[config.mk]
export PLATFORM = sky130hd
export DESIGN_NAME = exc_dispatch
export DESIGN_NICKNAME = d
export VERILOG_FILES = /design/src/rtl/exc_pkg.sv /design/src/rtl/exc_cause_arb.sv /design/src/rtl/exc_vector_gen.sv /design/src/rtl/exc_addr_unit.sv /design/src/rtl/exc_dispatch.sv
export SDC_FILE = /design/constraint.sdc
export NUM_CORES = 1
export LEC_CHECK = 0
export BUFFER_PORTS_ARGS = -buffer_cell sky130_fd_sc_hd__buf_2
export CAP_MARGIN = 20
export CORE_ASPECT_RATIO = 0.6
export CORE_MARGIN = 10
export CORE_UTILIZATION = 48
export DETAILED_ROUTE_END_ITERATION = 6
export HOLD_SLACK_MARGIN = 0.1
export PLACE_DENSITY = 0.86
export REMOVE_ABC_BUFFERS = 1
export SLEW_MARGIN = 20
export SYNTH_ARGS = -nofsm -noshare
export SYNTH_HDL_FRONTEND = slang
export SYNTH_SLANG_ARGS = --single-unit
export TNS_END_PERCENT = 50
[constraint.sdc]
create_clock -name clk -period 5.9 [get_ports clk]
set_clock_uncertainty 0.15 [all_clocks]
set_input_delay 1.18 -clock clk [delete_from_list [all_inputs] [get_ports clk]]
set_output_delay 1.18 -clock clk [all_outputs]
set_load 0.05 [all_outputs]
[src/rtl/exc_pkg.sv]
package exc_pkg;
  localparam int NCAUSE = 16;
  localparam int CW     = $clog2(NCAUSE);
  localparam int OFF_W  = 14;

  typedef enum logic [CW-1:0] {
    C_RESET     = 4'd0,
    C_MCHECK    = 4'd1,
    C_ARITH     = 4'd2,
    C_IRQ       = 4'd3,
    C_DMISS1    = 4'd4,
    C_DMISS2    = 4'd5,
    C_MISALIGN  = 4'd6,
    C_DPAGE     = 4'd7,
    C_DACCESS   = 4'd8,
    C_IMISS     = 4'd9,
    C_IPAGE     = 4'd10,
    C_IACCESS   = 4'd11,
    C_BADOP     = 4'd12,
    C_FPOFF     = 4'd13,
    C_PRIVCALL  = 4'd14,
    C_OVERFLOW  = 4'd15
  } cause_e;

  function automatic logic [OFF_W-1:0] vec_offset(input cause_e c);
    logic [OFF_W-1:0] r;
    case (c)
      C_RESET:    r = 14'h0001;
      C_MCHECK:   r = 14'h0401;
      C_ARITH:    r = 14'h0501;
      C_IRQ:      r = 14'h0101;
      C_DMISS1:   r = 14'h0201;
      C_DMISS2:   r = 14'h0281;
      C_MISALIGN: r = 14'h0301;
      C_DPAGE:    r = 14'h0381;
      C_DACCESS:  r = 14'h0381;
      C_IMISS:    r = 14'h0181;
      C_IPAGE:    r = 14'h0181;
      C_IACCESS:  r = 14'h0081;
      C_BADOP:    r = 14'h0481;
      C_FPOFF:    r = 14'h0581;
      C_PRIVCALL: r = 14'h2001;
      C_OVERFLOW: r = 14'h0501;
      default:    r = 14'h0001;
    endcase
    return r;
  endfunction
endpackage

[src/rtl/exc_cause_arb.sv]
module exc_cause_arb
  import exc_pkg::*;
#(
  parameter int N  = NCAUSE,
  parameter int IW = $clog2(N)
) (
  input  logic [N-1:0]  req,
  output logic [N-1:0]  grant,
  output logic [IW-1:0] idx,
  output logic          any
);
  genvar g;
  generate
    for (g = 0; g < N; g++) begin : g_chain
      if (g == 0) begin : g_first
        assign grant[g] = req[g];
      end else begin : g_rest
        assign grant[g] = req[g] & ~(|req[g-1:0]);
      end
    end
  endgenerate

  always_comb begin
    idx = '0;
    for (int i = 0; i < N; i++) begin
      if (grant[i]) idx = IW'(i);
    end
  end

  assign any = |req;
endmodule

[src/rtl/exc_vector_gen.sv]
module exc_vector_gen
  import exc_pkg::*;
#(
  parameter int PC_W = 32
) (
  input  logic [CW-1:0]   cause,
  input  logic [PC_W-1:0] base,
  output logic [PC_W-1:0] target,
  output logic [PC_W-1:0] target_next
);
  localparam int PAD = PC_W - OFF_W;
  logic [OFF_W-1:0] off;

  assign off         = vec_offset(cause_e'(cause));
  assign target      = base + {{PAD{1'b0}}, off};
  assign target_next = target + PC_W'(4);
endmodule

[src/rtl/exc_addr_unit.sv]
module exc_addr_unit #(
  parameter int PC_W = 32
) (
  input  logic            clk,
  input  logic            rst,
  input  logic            fire,
  input  logic            restart_req,
  input  logic            cur_pal,
  input  logic            trap_skip,
  input  logic [PC_W-1:0] cur_pc,
  output logic [PC_W-1:0] exc_addr
);
  logic [PC_W-1:0] exc_q;
  logic [PC_W-1:0] pick;
  logic            capture;

  assign capture = restart_req | ~cur_pal;
  assign pick    = capture ? cur_pc : exc_q;

  always_ff @(posedge clk) begin
    if (rst) begin
      exc_q <= '0;
    end else if (fire) begin
      exc_q <= trap_skip ? pick + PC_W'(4) : pick;
    end
  end

  assign exc_addr = exc_q;

  // without a dispatch the return address must not move
  assert_exc_hold_R5: assert property (@(posedge clk) disable iff (rst)
    !fire |=> $stable(exc_q));
  // a trap that captures lands one word past the faulting PC
  assert_trap_skip_R6: assert property (@(posedge clk) disable iff (rst)
    (fire && trap_skip && (restart_req || !cur_pal)) |=> exc_q == $past(cur_pc) + PC_W'(4));
endmodule

[src/rtl/exc_dispatch.sv]
module exc_dispatch
  import exc_pkg::*;
#(
  parameter int PC_W = 32
) (
  input  logic              clk,
  input  logic              rst,
  input  logic [NCAUSE-1:0] fault_req,
  input  logic              restart_req,
  input  logic              trap_skip,
  input  logic [PC_W-1:0]   cur_pc,
  input  logic              cur_pal,
  input  logic [PC_W-1:0]   pal_base,
  output logic              redirect,
  output logic [PC_W-1:0]   new_pc,
  output logic [PC_W-1:0]   new_npc,
  output logic [PC_W-1:0]   exc_addr,
  output logic              shadow_swap,
  output logic              pal_mode,
  output logic              arith_err
);
  logic [NCAUSE-1:0] grant;
  logic [CW-1:0]     win;
  logic              any_req;
  logic              is_arith;
  logic              disp;
  logic [PC_W-1:0]   tgt;
  logic [PC_W-1:0]   tgt_nx;
  logic [PC_W-1:0]   rst_tgt;

  logic              redir_q, swap_q, pal_q, err_q;
  logic [PC_W-1:0]   pc_q, npc_q;

  exc_cause_arb #(.N(NCAUSE), .IW(CW)) u_arb (
    .req   (fault_req),
    .grant (grant),
    .idx   (win),
    .any   (any_req)
  );

  exc_vector_gen #(.PC_W(PC_W)) u_vec (
    .cause       (win),
    .base        (pal_base),
    .target      (tgt),
    .target_next (tgt_nx)
  );

  assign is_arith = any_req && (win == CW'(C_ARITH));
  assign disp     = any_req && !is_arith;
  assign rst_tgt  = pal_base + PC_W'(1);

  exc_addr_unit #(.PC_W(PC_W)) u_exc (
    .clk         (clk),
    .rst         (rst),
    .fire        (disp),
    .restart_req (restart_req),
    .cur_pal     (cur_pal),
    .trap_skip   (trap_skip),
    .cur_pc      (cur_pc),
    .exc_addr    (exc_addr)
  );

  always_ff @(posedge clk) begin
    if (rst) begin
      pc_q    <= rst_tgt;
      npc_q   <= rst_tgt + PC_W'(4);
      pal_q   <= 1'b1;
      redir_q <= 1'b0;
      swap_q  <= 1'b0;
      err_q   <= 1'b0;
    end else begin
      redir_q <= disp;
      swap_q  <= disp & ~cur_pal;
      err_q   <= is_arith;
      if (disp) begin
        pc_q  <= tgt;
        npc_q <= tgt_nx;
        pal_q <= tgt[0];
      end else begin
        pal_q <= cur_pal;
      end
    end
  end

  assign redirect    = redir_q;
  assign new_pc      = pc_q;
  assign new_npc     = npc_q;
  assign shadow_swap = swap_q;
  assign pal_mode    = pal_q;
  assign arith_err   = err_q;

  assert_grant_onehot_R2: assert property (@(posedge clk) disable iff (rst)
    $onehot0(grant));
  assert_grant_present_R2: assert property (@(posedge clk) disable iff (rst)
    (|fault_req) |-> (|grant));
  assert_npc_step_R4: assert property (@(posedge clk) disable iff (rst)
    redirect |-> new_npc == new_pc + PC_W'(4));
  assert_swap_only_outside_R7: assert property (@(posedge clk) disable iff (rst)
    (disp && cur_pal) |=> !shadow_swap);
  assert_swap_needs_redirect_R7: assert property (@(posedge clk) disable iff (rst)
    shadow_swap |-> redirect);
  assert_pal_after_dispatch_R8: assert property (@(posedge clk) disable iff (rst)
    redirect |-> pal_mode);
  assert_arith_no_redirect_R9: assert property (@(posedge clk) disable iff (rst)
    arith_err |-> (!redirect && !shadow_swap));
  assert_arith_holds_pc_R9: assert property (@(posedge clk) disable iff (rst)
    is_arith |=> $stable(new_pc));
  assert_redirect_pulse_R10: assert property (@(posedge clk) disable iff (rst)
    !disp |=> !redirect);
endmodule

**Yosys cells after proc, flatten, opt, wreduce, memory -nomap -nowiden**

Memory sizes are Yosys's and may differ from the RTL's.
Cells that the tools add are included.

- Reduce and logical (&&, ||, !) cells: 19
- Equal/unequal tests: 1
- $add $sub $neg: 5
- Bitwise gates (word level): 33
- Muxes and demuxes: 22

Operator list:

| cell | number |
|---|---|
| 2-to-1 mux 32 bit | 6 |
| adder 32 x 3 -> 32 bit (second input constant) | 3 |
| 2-to-1 mux 4 bit | 14 |
| adder 32 x 1 -> 32 bit (second input constant) | 1 |
| adder 32 x 14 -> 32 bit | 1 |
| bitwise AND 1 bit | 16 |
| NOT 1 bit | 16 |
| OR reduction 16 bit | 1 |
| OR reduction 15 bit | 1 |
| OR reduction 14 bit | 1 |
| OR reduction 13 bit | 1 |
| OR reduction 12 bit | 1 |
| OR reduction 11 bit | 1 |
| OR reduction 10 bit | 1 |
| OR reduction 9 bit | 1 |
| OR reduction 8 bit | 1 |
| OR reduction 7 bit | 1 |
| OR reduction 6 bit | 1 |
| OR reduction 5 bit | 1 |
| == test 4 x 2 -> 1 bit (second input constant) | 1 |
| OR reduction 4 bit | 1 |
| OR reduction 3 bit | 1 |
| logical AND 1 bit | 2 |
| 2-to-1 mux 1 bit | 2 |
| other kinds (4) | 4 |

- Output and inout port bits: 100
- Memory bits (read-only): 80
- Register bits: 100
- Word-level logic and storage cells: 88
- Bits of input ports: 85
- Memories kept: 1

Memories:

| memory | depth | width | read ports | clocked after memory_dff | write ports | RTL line | text |
|---|---|---|---|---|---|---|---|
| (no name shown) | 16 | 5 | 1 | 0 | 0 | exc_pkg.sv:27 | `case (c)` |

**Logic depth before layout (Yosys ltp)**

Gate-level depths: netlist of the first run.

- Depth after elaboration: 23
- Gate-level depth with buffers: 23
- Mapped depth without buffers: 22

**By module**

From an unflattened synthesis of the first run, not the netlist that was laid out.

- Cells, all modules: 1184
- Area total of the unflattened synthesis: 9858.2 sq um

By module, submodules not included:

| module | seq. area each (sq um) | area an instance (sq um) | cells an instance | instances |
|---|---|---|---|---|
| exc_dispatch | 2001.9 | 4645.7 | 452 | 1 |
| exc_addr_unit | 640.6 | 2751.4 | 381 | 1 |
| exc_vector_gen | 0.0 | 2135.8 | 298 | 1 |
| exc_cause_arb | 0.0 | 325.3 | 53 | 1 |

**Worst setup path after synthesis of the first run**

Ideal clock, no wire load.

- Kind: input-to-reg
- Start: in fault_req[1]
- End: reg npc_q[25] (netlist: new_npc[25]), data pin
- Path slack: 34 ps
- Data required time: 5489 ps
- Arrival: 5455 ps
- Stages: 21
- Buffers on the path: 1
- Library setup time: 261 ps
- Path through: nor4_1 nand2_1 or4_1 nor3_1 and2_1 nand2b_1 inv_1 ha_1 nand3_1 a22oi_1 ha_1 buf_2 nand4_1 mux2i_1 a32o_1 nor3_1 nand4b_4 nor4_4 nand4_4 nand2b_1 xnor2_1

- Longest elaborated chain between the ends: 22
- Elaborated cells on any way between the ends: 63
- Those cells by class: add/sub: 2; mux: 17; bitwise: 29; reduce/logical: 14; memory: 1

Ends and longest elaborated chain:

| what | RTL line | text |
|---|---|---|
| start, declared | exc_dispatch.sv:8 | `input logic [NCAUSE-1:0] fault_req,` |
| OR reduction 2 bit | exc_cause_arb.sv:18 | `assign grant[g] = req[g] & ~(\|req[g-1:0]);` |
| NOT 1 bit | exc_cause_arb.sv:18 |  |
| bitwise AND 1 bit | exc_cause_arb.sv:18 |  |
| 2-to-1 mux 4 bit (13 in a row) | exc_cause_arb.sv:26 | `if (grant[i]) idx = IW'(i);` |
| 2-to-1 mux 4 bit * | exc_cause_arb.sv:26 |  |
| memory read (16 x 5 bit) * | -- |  |
| adder 32 x 14 -> 32 bit * | exc_vector_gen.sv:15 | `assign target = base + {{PAD{1'b0}}, off};` |
| adder 32 x 3 -> 32 bit * | exc_vector_gen.sv:16 | `assign target_next = target + PC_W'(4);` |
| 2-to-1 mux 32 bit * | exc_dispatch.sv:75 | `if (disp) begin` |
| 2-to-1 mux 32 bit * | exc_dispatch.sv:64 | `if (rst) begin` |
| end signal, assigned | exc_dispatch.sv:66 | `npc_q <= rst_tgt + PC_W'(4);` |
| end signal, assigned | exc_dispatch.sv:77 | `npc_q <= tgt_nx;` |
| end, declared | exc_dispatch.sv:32 | `logic [PC_W-1:0] pc_q, npc_q;` |

Mark *: on every way between the ends. The rest lies on a longest branch, timed or not. The select of a mux whose other input is x is not followed.
A chain may end at the register's enable or synchronous reset.

**Final worst setup path of the first run**

- Start: in fault_req[1]
- End: reg npc_q[30] (netlist: new_npc[30]), data pin

The elaborated chain is that of the path after synthesis.

==> results of run 1 <==
==> metrics by stage <==
stage	setup TNS, ps	cell area, µm²	utilization, %	std cells
after global routing	-6.701	8448	62.00	1140
final	0	8448	62.00	1140
after CTS	0	8362	61.37	1135
after floorplan	0	6491	-	706
after global placement	-465.9	8059	59.15	1119
after detailed placement	-2875	8059	59.15	1119
==> kinds of logic (layout without fill, tap and decap cells) <==
| family | count (synthesis) | count (layout) |
|---|---|---|
| AND/OR/NAND/NOR | 324 | 324 |
| AO/OA/AOI/OAI | 147 | 147 |
| flip-flops | 98 | 98 |
| XOR/XNOR | 68 | 68 |
| buffers and inverters | 62 | 283 |
| multiplexers | 31 | 31 |
| adder cells (fa/ha/maj) | 9 | 9 |
| other | 0 | 5 |
==> layout by cell type, fill, tap and decap left out, types with 4 or more instances in the layout <==
cell	Yosys	layout
sky130_fd_sc_hd__nand3_1	30	30
sky130_fd_sc_hd__nor3_2	4	5
sky130_fd_sc_hd__nand2b_1	8	7
sky130_fd_sc_hd__nand4_1	9	9
sky130_fd_sc_hd__nand2_1	111	110
sky130_fd_sc_hd__a21oi_1	31	31
sky130_fd_sc_hd__xnor2_1	42	42
sky130_fd_sc_hd__diode_2	0	5
sky130_fd_sc_hd__nor3_1	21	19
sky130_fd_sc_hd__a21o_1	5	5
sky130_fd_sc_hd__o211ai_1	11	11
sky130_fd_sc_hd__and3_1	18	18
sky130_fd_sc_hd__a31oi_1	22	22
sky130_fd_sc_hd__nand3b_1	11	11
sky130_fd_sc_hd__o21ai_0	26	26
sky130_fd_sc_hd__nor2b_1	6	6
sky130_fd_sc_hd__or2_2	8	8
sky130_fd_sc_hd__dfxtp_1	36	36
sky130_fd_sc_hd__mux2i_1	26	26
sky130_fd_sc_hd__edfxtp_1	62	62
sky130_fd_sc_hd__nor2_1	55	55
sky130_fd_sc_hd__buf_2	4	184
sky130_fd_sc_hd__a32oi_1	5	5
sky130_fd_sc_hd__xor2_1	26	26
sky130_fd_sc_hd__o2111ai_1	11	10
sky130_fd_sc_hd__nor4_1	6	4
sky130_fd_sc_hd__buf_4	5	53
sky130_fd_sc_hd__and2_1	5	4
sky130_fd_sc_hd__inv_1	28	28
sky130_fd_sc_hd__ha_1	9	7
sky130_fd_sc_hd__clkbuf_16	0	9
sky130_fd_sc_hd__mux2_2	4	4
==> worst paths after layout <==
kind | start | endpoint | slack [ps] | depth (start not counted)
worst max-delay path | fault_req[1] | new_npc[30] | 270 | 23
worst max register to register | u_exc.exc_addr[5] | u_exc.exc_addr[27] | 2890 | 9
worst min-delay path | u_exc.exc_addr[27] | u_exc.exc_addr[27] | 340 | 2
worst min register to register | u_exc.exc_addr[27] | u_exc.exc_addr[27] | 340 | 2
==> power breakdown <==
| part | total, W | switching, W | internal (W) |
|---|---|---|---|
| combinational | 0.000597 | 0.000427 | 0.000170 |
| sequential | 0.000827 | 0.0000327 | 0.000794 |
| clock | 0.000606 | 0.000273 | 0.000333 |
| total | 0.00203 | 0.000732 | 0.00130 |
==> per-layer routing <==
layer	track usage, %	up-vias
met5	0	-
met3	4.623	24
met2	29.78	356
met1	30.50	3014
met4	6.121	0
li1	-	3150
==> worst reg2reg max path, delay by kind of cell (launching register included) <==
family	cells	cell delay, ps
DFF	1	450
AOI/OAI and AO/OA	2	210
and+or+nand+nor	6	2010
xor gates and xnor gates	1	140
==> flip-flops by register name, indices dropped and copies added (netlist names) <==
name,count
u_exc.exc_addr,32
new_pc,32
shadow_swap,1
new_npc,30
redirect,1
arith_err,1
pal_mode,1
==> final cells by class <==
class                      count  area [µm²]  share of cell area (%)
clock inverter                 7       77.57                  0.9182
tap                          175       219.0                   2.592
inverter                      29       108.9                   1.289
sequential                    98        2582                   30.57
antenna                        5       12.51                  0.1481
timing repair buffer         238        1339                   15.85
multi-input combinational    579        3884                   45.97
clock buffer                   9       225.2                   2.666
==> metrics.cfg, run 1 <==
[worst_setup_path]
critical_path.top_delay_family=simple AND/OR/NAND/NOR gates
crit_chain=buf_2 -> nor4_2 -> nand2_1 -> or4_1 -> nor3_2 -> and2_1 -> nand2b_1 -> inv_1 -> ha_1 -> nand3_1 -> a22oi_2 -> ha_4 -> a21oi_1 -> o21ai_1 -> buf_4 -> o2111ai_2 -> and2_2 -> a21oi_1 -> o21ai_1 -> buf_4 -> nand4_1 -> nor3_1 -> xnor2_1
crit_required_ps=5840
cp_slowest_stage_delay_ps=580
crit_path_max_fanout=9
cp-end-kind=flip-flop
crit_path_start_kind=input port
crit_type=input port to flip-flop
crit_path_buffers_inverters=4
critical-path-slowest-cell=sky130_fd_sc_hd__or4_1
worstPathArrival_ps=5560

[synthesis]
synth_compound_gate_area_share_pct=15.46
ys_seq_area_share_pct=38.81
yosysUniqueCellTypes=76
yosys-top-cells-count=sky130_fd_sc_hd__nand2_1 (111), sky130_fd_sc_hd__edfxtp_1 (62), sky130_fd_sc_hd__nor2_1 (55)
synth.cell_area_um2=6654
synth_most_common_cell=sky130_fd_sc_hd__nand2_1
asyncSetResetFlopFracSynth_pct=0
synth_cells=739
synth_simple_gate_area_share_pct=26.21
ys_ff_latch=98
synth_top_flop_cell=sky130_fd_sc_hd__edfxtp_1
synth_fa_ha_area_share_pct=1.692
synthesis.yosys.warnings=0
yosys.area.top_type_share_pct=27.98
largest_family_of_logic_cells_by_synthesized_area=simple AND/OR/NAND/NOR gates
ys_top_cells_by_area=sky130_fd_sc_hd__edfxtp_1 (28%), sky130_fd_sc_hd__dfxtp_1 (11%), sky130_fd_sc_hd__nand2_1 (6.3%)
synth_xor_xnor_area_share_pct=8.951
synth_largest_area_cell=sky130_fd_sc_hd__edfxtp_1
synth.mux.area_fraction_pct=4.795
syn-mean-instance-area_um2=9.004
synth_enable_flop_cells=62

[placement]
hpwlAfterDp_mm=16.38
worst_slack_at_placement_ps=-279.9
final_weighted_congestion_in_routability_driven_placement=0.9683
port_buffers=184

[detailed_routing]
drt_drc_violations_left=3
met2WireLength_mm=9.098
antenna_left=0
top_layer_used=met4
dr.first_iter.drc_count=759
detail_route.wl_per_cell_um=18.48
wl_met3_mm=2.172
routedLengthMet1_mm=9.487
via_per_inst=5.740
route.vias.total=6544
totalWireLength_mm=21.06
drt_first_pass_iters=7

[cts]
h_tree_depth=3
post_cts.repair.setup_buffers=0
worst_skew_pair.late_latency_ps=340
clock_sinks=98
post_cts_resized=0
cts_tree=done
cts-root-to-sink-buffers=2
path_clk_slew_ps=70
cts-buffers-inserted=9
post_cts_hold_buffer_count=0
cts_root_buffer=sky130_fd_sc_hd__clkbuf_16

[sta]
timing.slew.headroom_pct=48.53
min_period_over_period_pct=95.34
finalCriticalPeriod_ps=5625
max_slew.worst_pin.slew_ps=766.2
number_of_max_slew_violations_in_the_final_report=0
clock.fmax_mhz=177.8
setup_violation_total_in_the_final_timing_report=0
smallest_setup_slack_after_layout_ps=274.8
report.final.hold_viol_count=0
fin_worst_hold_slack_ps=335.8

[die]
die_x_um=172
io-pin-count=185
dieArea_um2=19130
coreArea_um2=13630
die_h_um=111.2
initial_utilization_pct=48.83
row_count=33

[power_and_ir_drop]
power.static_leakage_nw=3.622
vdd_drop_max_mv=0.1432
power_w=0.002030
power_per_cell_area_nw_per_um2=240.3

[global_route]
global_route_wire_length_before_repair_mm=32.44
grt_pass1_vias=5984
grt_usage_pct=20.90
grt_overflow_total=0
number_of_antenna_violations_at_the_first_check_in_global_routing=5
grt_max_degree=52

[cells_and_area]
area.growth.synth_to_final_pct=26.96
finish.net_count=1049
fillCellCount=1161
drive_above_1_share_pct=31.77

[flow_run]
cap_violations=0

[run_status]
failed_checks=design-rule violations
run_status=complete, but fails checks

[hold_path]
hold_path.class=flip-flop to flip-flop

No activity file was read; power rests on OpenSTA's default activity.
==> inputs of run 2 (changes only) <==
--- a/config.mk
+++ b/config.mk
@@ -7,7 +7,6 @@
 export LEC_CHECK = 0
 export BUFFER_PORTS_ARGS = -buffer_cell sky130_fd_sc_hd__buf_2
 export CAP_MARGIN = 20
-export CORE_ASPECT_RATIO = 0.6
 export CORE_MARGIN = 10
 export CORE_UTILIZATION = 48
 export DETAILED_ROUTE_END_ITERATION = 6
==> run 2 against run 1 <==
  * Clock power is 4.3% higher
  * Largest power group unchanged
  * Flip-flop and latch count unchanged
  * Final area decreased by 0.99%
  * Sequential share of layout area up 0.31 points
  * First-iteration DRC count down 34%
  * Power is 0.84% higher
  * Utilization increased by 0.42 points
  * Worst setup slack better by 85 ps
  * The flow now finishes without violations
  * Final cell count shrank 1.2%
  * Die area shrank 0.81%
  * Clock-buffer cell count unchanged
  * Non-clock buffer count down 10
==> metrics.cfg, run 2 (synthesis gave the netlist of run 1 again) <==
[worst_setup_path]
crit_path_max_fanout=5  ; was 9
crit_required_ps=5840  ; about the same
critical-path-slowest-cell=sky130_fd_sc_hd__a2111oi_0  ; was sky130_fd_sc_hd__or4_1
worstPathArrival_ps=5480  ; was 5560 ps
crit_chain=buf_2 -> nor4_4 -> nand2_1 -> or4_1 -> nor4_1 -> or2_2 -> ha_1 -> nand3_1 -> a22oi_1 -> ha_1 -> nand2_1 -> o21ai_2 -> o2111ai_2 -> a2111oi_0 -> a31oi_1 -> o21ai_1 -> buf_4 -> nand4_1 -> nor3_2 -> xnor2_1  ; was buf_2 -> nor4_2 -> nand2_1 -> or4_1 -> nor3_2 -> and2_1 -> nand2b_1 -> inv_1 -> ha_1 -> nand3_1 -> a22oi_2 -> ha_4 -> a21oi_1 -> o21ai_1 -> buf_4 -> o2111ai_2 -> and2_2 -> a21oi_1 -> o21ai_1 -> buf_4 -> nand4_1 -> nor3_1 -> xnor2_1
crit_type=input port to flip-flop  ; unchanged
cp-end-kind=flip-flop  ; unchanged
crit_path_start_kind=input port  ; unchanged
cp_slowest_stage_delay_ps=600  ; was 580 ps

[hold_path]
hold_path.class=flip-flop to flip-flop  ; unchanged

[cts]
clock_sinks=98  ; unchanged
h_tree_depth=3  ; unchanged
post_cts.repair.setup_buffers=0  ; unchanged
worst_skew_pair.late_latency_ps=350  ; was 340 ps
path_clk_slew_ps=70  ; about the same
cts_root_buffer=sky130_fd_sc_hd__clkbuf_16  ; unchanged
cts-root-to-sink-buffers=2  ; unchanged
cts_tree=done  ; unchanged
cts-buffers-inserted=9  ; unchanged

[cells_and_area]
layout.cells.most_common_list=sky130_fd_sc_hd__buf_2 (184), sky130_fd_sc_hd__nand2_1 (110), sky130_fd_sc_hd__edfxtp_1 (62)  ; unchanged
finish.net_count=1039  ; was 1,049
layout_commonest_cell=sky130_fd_sc_hd__buf_2  ; unchanged
final_cell_count_no_fill=1126  ; was 1,140
drive_above_1_share_pct=31.26  ; was 31.77%
fin_area_um2=8364  ; was 8448 µm²
fillCellCount=1114  ; was 1,161
antenna_cells_inserted=0  ; was 5
area.growth.synth_to_final_pct=25.71  ; was 26.96%

[sta]
setup_violation_total_in_the_final_timing_report=0  ; unchanged
grt_setup_unrepaired=no
finalCriticalPeriod_ps=5540  ; was 5625 ps
clock.fmax_mhz=180.5  ; was 177.8 MHz
timing.setup.tns_ps=0  ; unchanged
report.final.hold_viol_count=0  ; unchanged
timing.slew.headroom_pct=41.94  ; was 48.53%
smallest_setup_slack_after_layout_ps=359.7  ; was 274.8 ps
number_of_max_slew_violations_in_the_final_report=0  ; unchanged
min_period_over_period_pct=93.90  ; was 95.34%
max_slew.worst_pin.slew_ps=870.9  ; was 766.2 ps

[global_route]
grt_pass1_vias=6172  ; was 5,984
global_route_wire_length_before_repair_mm=30.94  ; was 32.44 mm
number_of_antenna_violations_at_the_first_check_in_global_routing=0  ; was 5
grt_max_degree=62  ; was 52
grt_overflow_total=0  ; unchanged
grt_usage_pct=19.99  ; was 20.90%

[die]
die_x_um=137.7  ; was 172 µm
row_count=42  ; was 33
coreArea_um2=13400  ; was 13,630 µm²
die_h_um=137.7  ; was 111.2 µm
initial_utilization_pct=49.65  ; was 48.83%
dieArea_um2=18970  ; was 19,130 µm²
io-pin-count=185  ; unchanged

[run_status]
run_status=finished clean  ; was complete, but fails checks

[power_and_ir_drop]
power.net_switching_w=0.0007167  ; was 0.0007323 W
vdd_drop_max_mv=0.1307  ; was 0.1432 mV
power.static_leakage_nw=3.577  ; was 3.622 nW
power_per_cell_area_nw_per_um2=244.7  ; was 240.3 nW/µm²
p_int_w=0.001330  ; was 0.001297 W
swShare_pct=35.02  ; was 36.08%
power_w=0.002047  ; was 0.002030 W
seq_power_share_pct=40.5  ; was 40.7%
clock_power_share_pct=30.9  ; was 29.9%
pwr-share-comb_pct=28.7  ; was 29.4%

[placement]
hpwlAfterDp_mm=15.12  ; was 16.38 mm
worst_slack_at_placement_ps=-197.7  ; was -279.9 ps
placed_cells_incl_taps=1110  ; was 1,119
final_weighted_congestion_in_routability_driven_placement=0.9340  ; was 0.9683
port_buffers=184  ; unchanged
post_dp_cell_area_um2=7973  ; was 8059 µm²

[detailed_routing]
totalWireLength_mm=19.93  ; was 21.06 mm
drt_first_pass_iters=4  ; was 7
route.vias.total=6503  ; was 6,544
via_per_inst=5.775  ; was 5.740
antenna_left=0  ; unchanged
drt_drc_violations_left=0  ; was 3
dr.first_iter.drc_count=502  ; was 759
detail_route.wl_per_cell_um=17.70  ; was 18.48 µm

[flow_run]
cap_violations=0  ; unchanged

run 2: cell count changes in the layout (fill, tap and decap cells not counted), sizes merged:
cell	before	now
buf	238	228
diode	5	0
clkinv	2	4
inv	31	29
bufinv	1	2
clkinvlp	2	1
run 2: path summary, 6_finish.rpt:
path | startpoint | endpoint | slack [ps] | depth (start not counted)
hold / removal | u_exc.exc_addr[29] | u_exc.exc_addr[29] | 320 | 2
setup / recovery | fault_req[1] | new_npc[30] | 360 | 20
setup reg to reg | u_exc.exc_addr[8] | u_exc.exc_addr[26] | 3030 | 9
hold reg to reg | u_exc.exc_addr[29] | u_exc.exc_addr[29] | 320 | 2
run 2: area by class of cell:
| class | count | area, µm² | area share [%] |
|---|---|---|---|
| well taps | 176 | 220.2 | 2.633 |
| inverters | 29 | 108.9 | 1.301 |
| clock buffers | 9 | 225.2 | 2.693 |
| clock inverters | 7 | 93.84 | 1.122 |
| flip-flops and latches | 98 | 2582 | 30.88 |
| multi-input cells | 579 | 3882 | 46.42 |
| repair buffers | 228 | 1251 | 14.96 |
run 2: timing repair:
action / in CTS / in global routing
resized for setup: 0 / 13
hold buffers: 0 / 0
endpoints found under the setup margin: 0 / 17
hold endpoints to repair: 0 / 0
run 2: routing by layer:
layer / wire, µm / GRT usage (%) / vias up
li1: - / - / 3126
met1: 8194 / 25.74 / 3042
met2: 9461 / 31.75 / 292
met3: 1568 / 3.496 / 43
met4: 705 / 9.733 / 0
met5: 0 / 0 / -
run 2: worst max-delay path: cells and delay by family:
kind / cells / cell delay (ps)
fa+ha+maj: 2 / 580
simple gates: 9 / 2020
buf+inv: 2 / 280
xor+xnor: 1 / 80
compound gates: 6 / 1340
run 2: per-stage QoR:
| step | hold WS, ps | utilization (%) |
|---|---|---|
| 5_1_grt | 335.3 | 62.42 |
| 6_report | 321.0 | 62.42 |
| 3_3_place_gp | 300.9 | 59.50 |
| 4_1_cts | 324.5 | 61.88 |
| 2_1_floorplan | 529.1 | - |
| 3_5_place_dp | 314.2 | 59.50 |
run 2: power groups by stage:
| stage | registers (W) | clock network [W] | logic [W] |
|---|---|---|---|
| global placement | 0.000841 | 0 | 0.000572 |
| finish | 0.000829 | 0.000632 | 0.000587 |
| global route | 0.000834 | 0.000672 | 0.000624 |
| detailed placement | 0.000843 | 0 | 0.000581 |
| floorplan | 0.00106 | 0 | 0.000176 |
| CTS | 0.000828 | 0.000638 | 0.000583 |
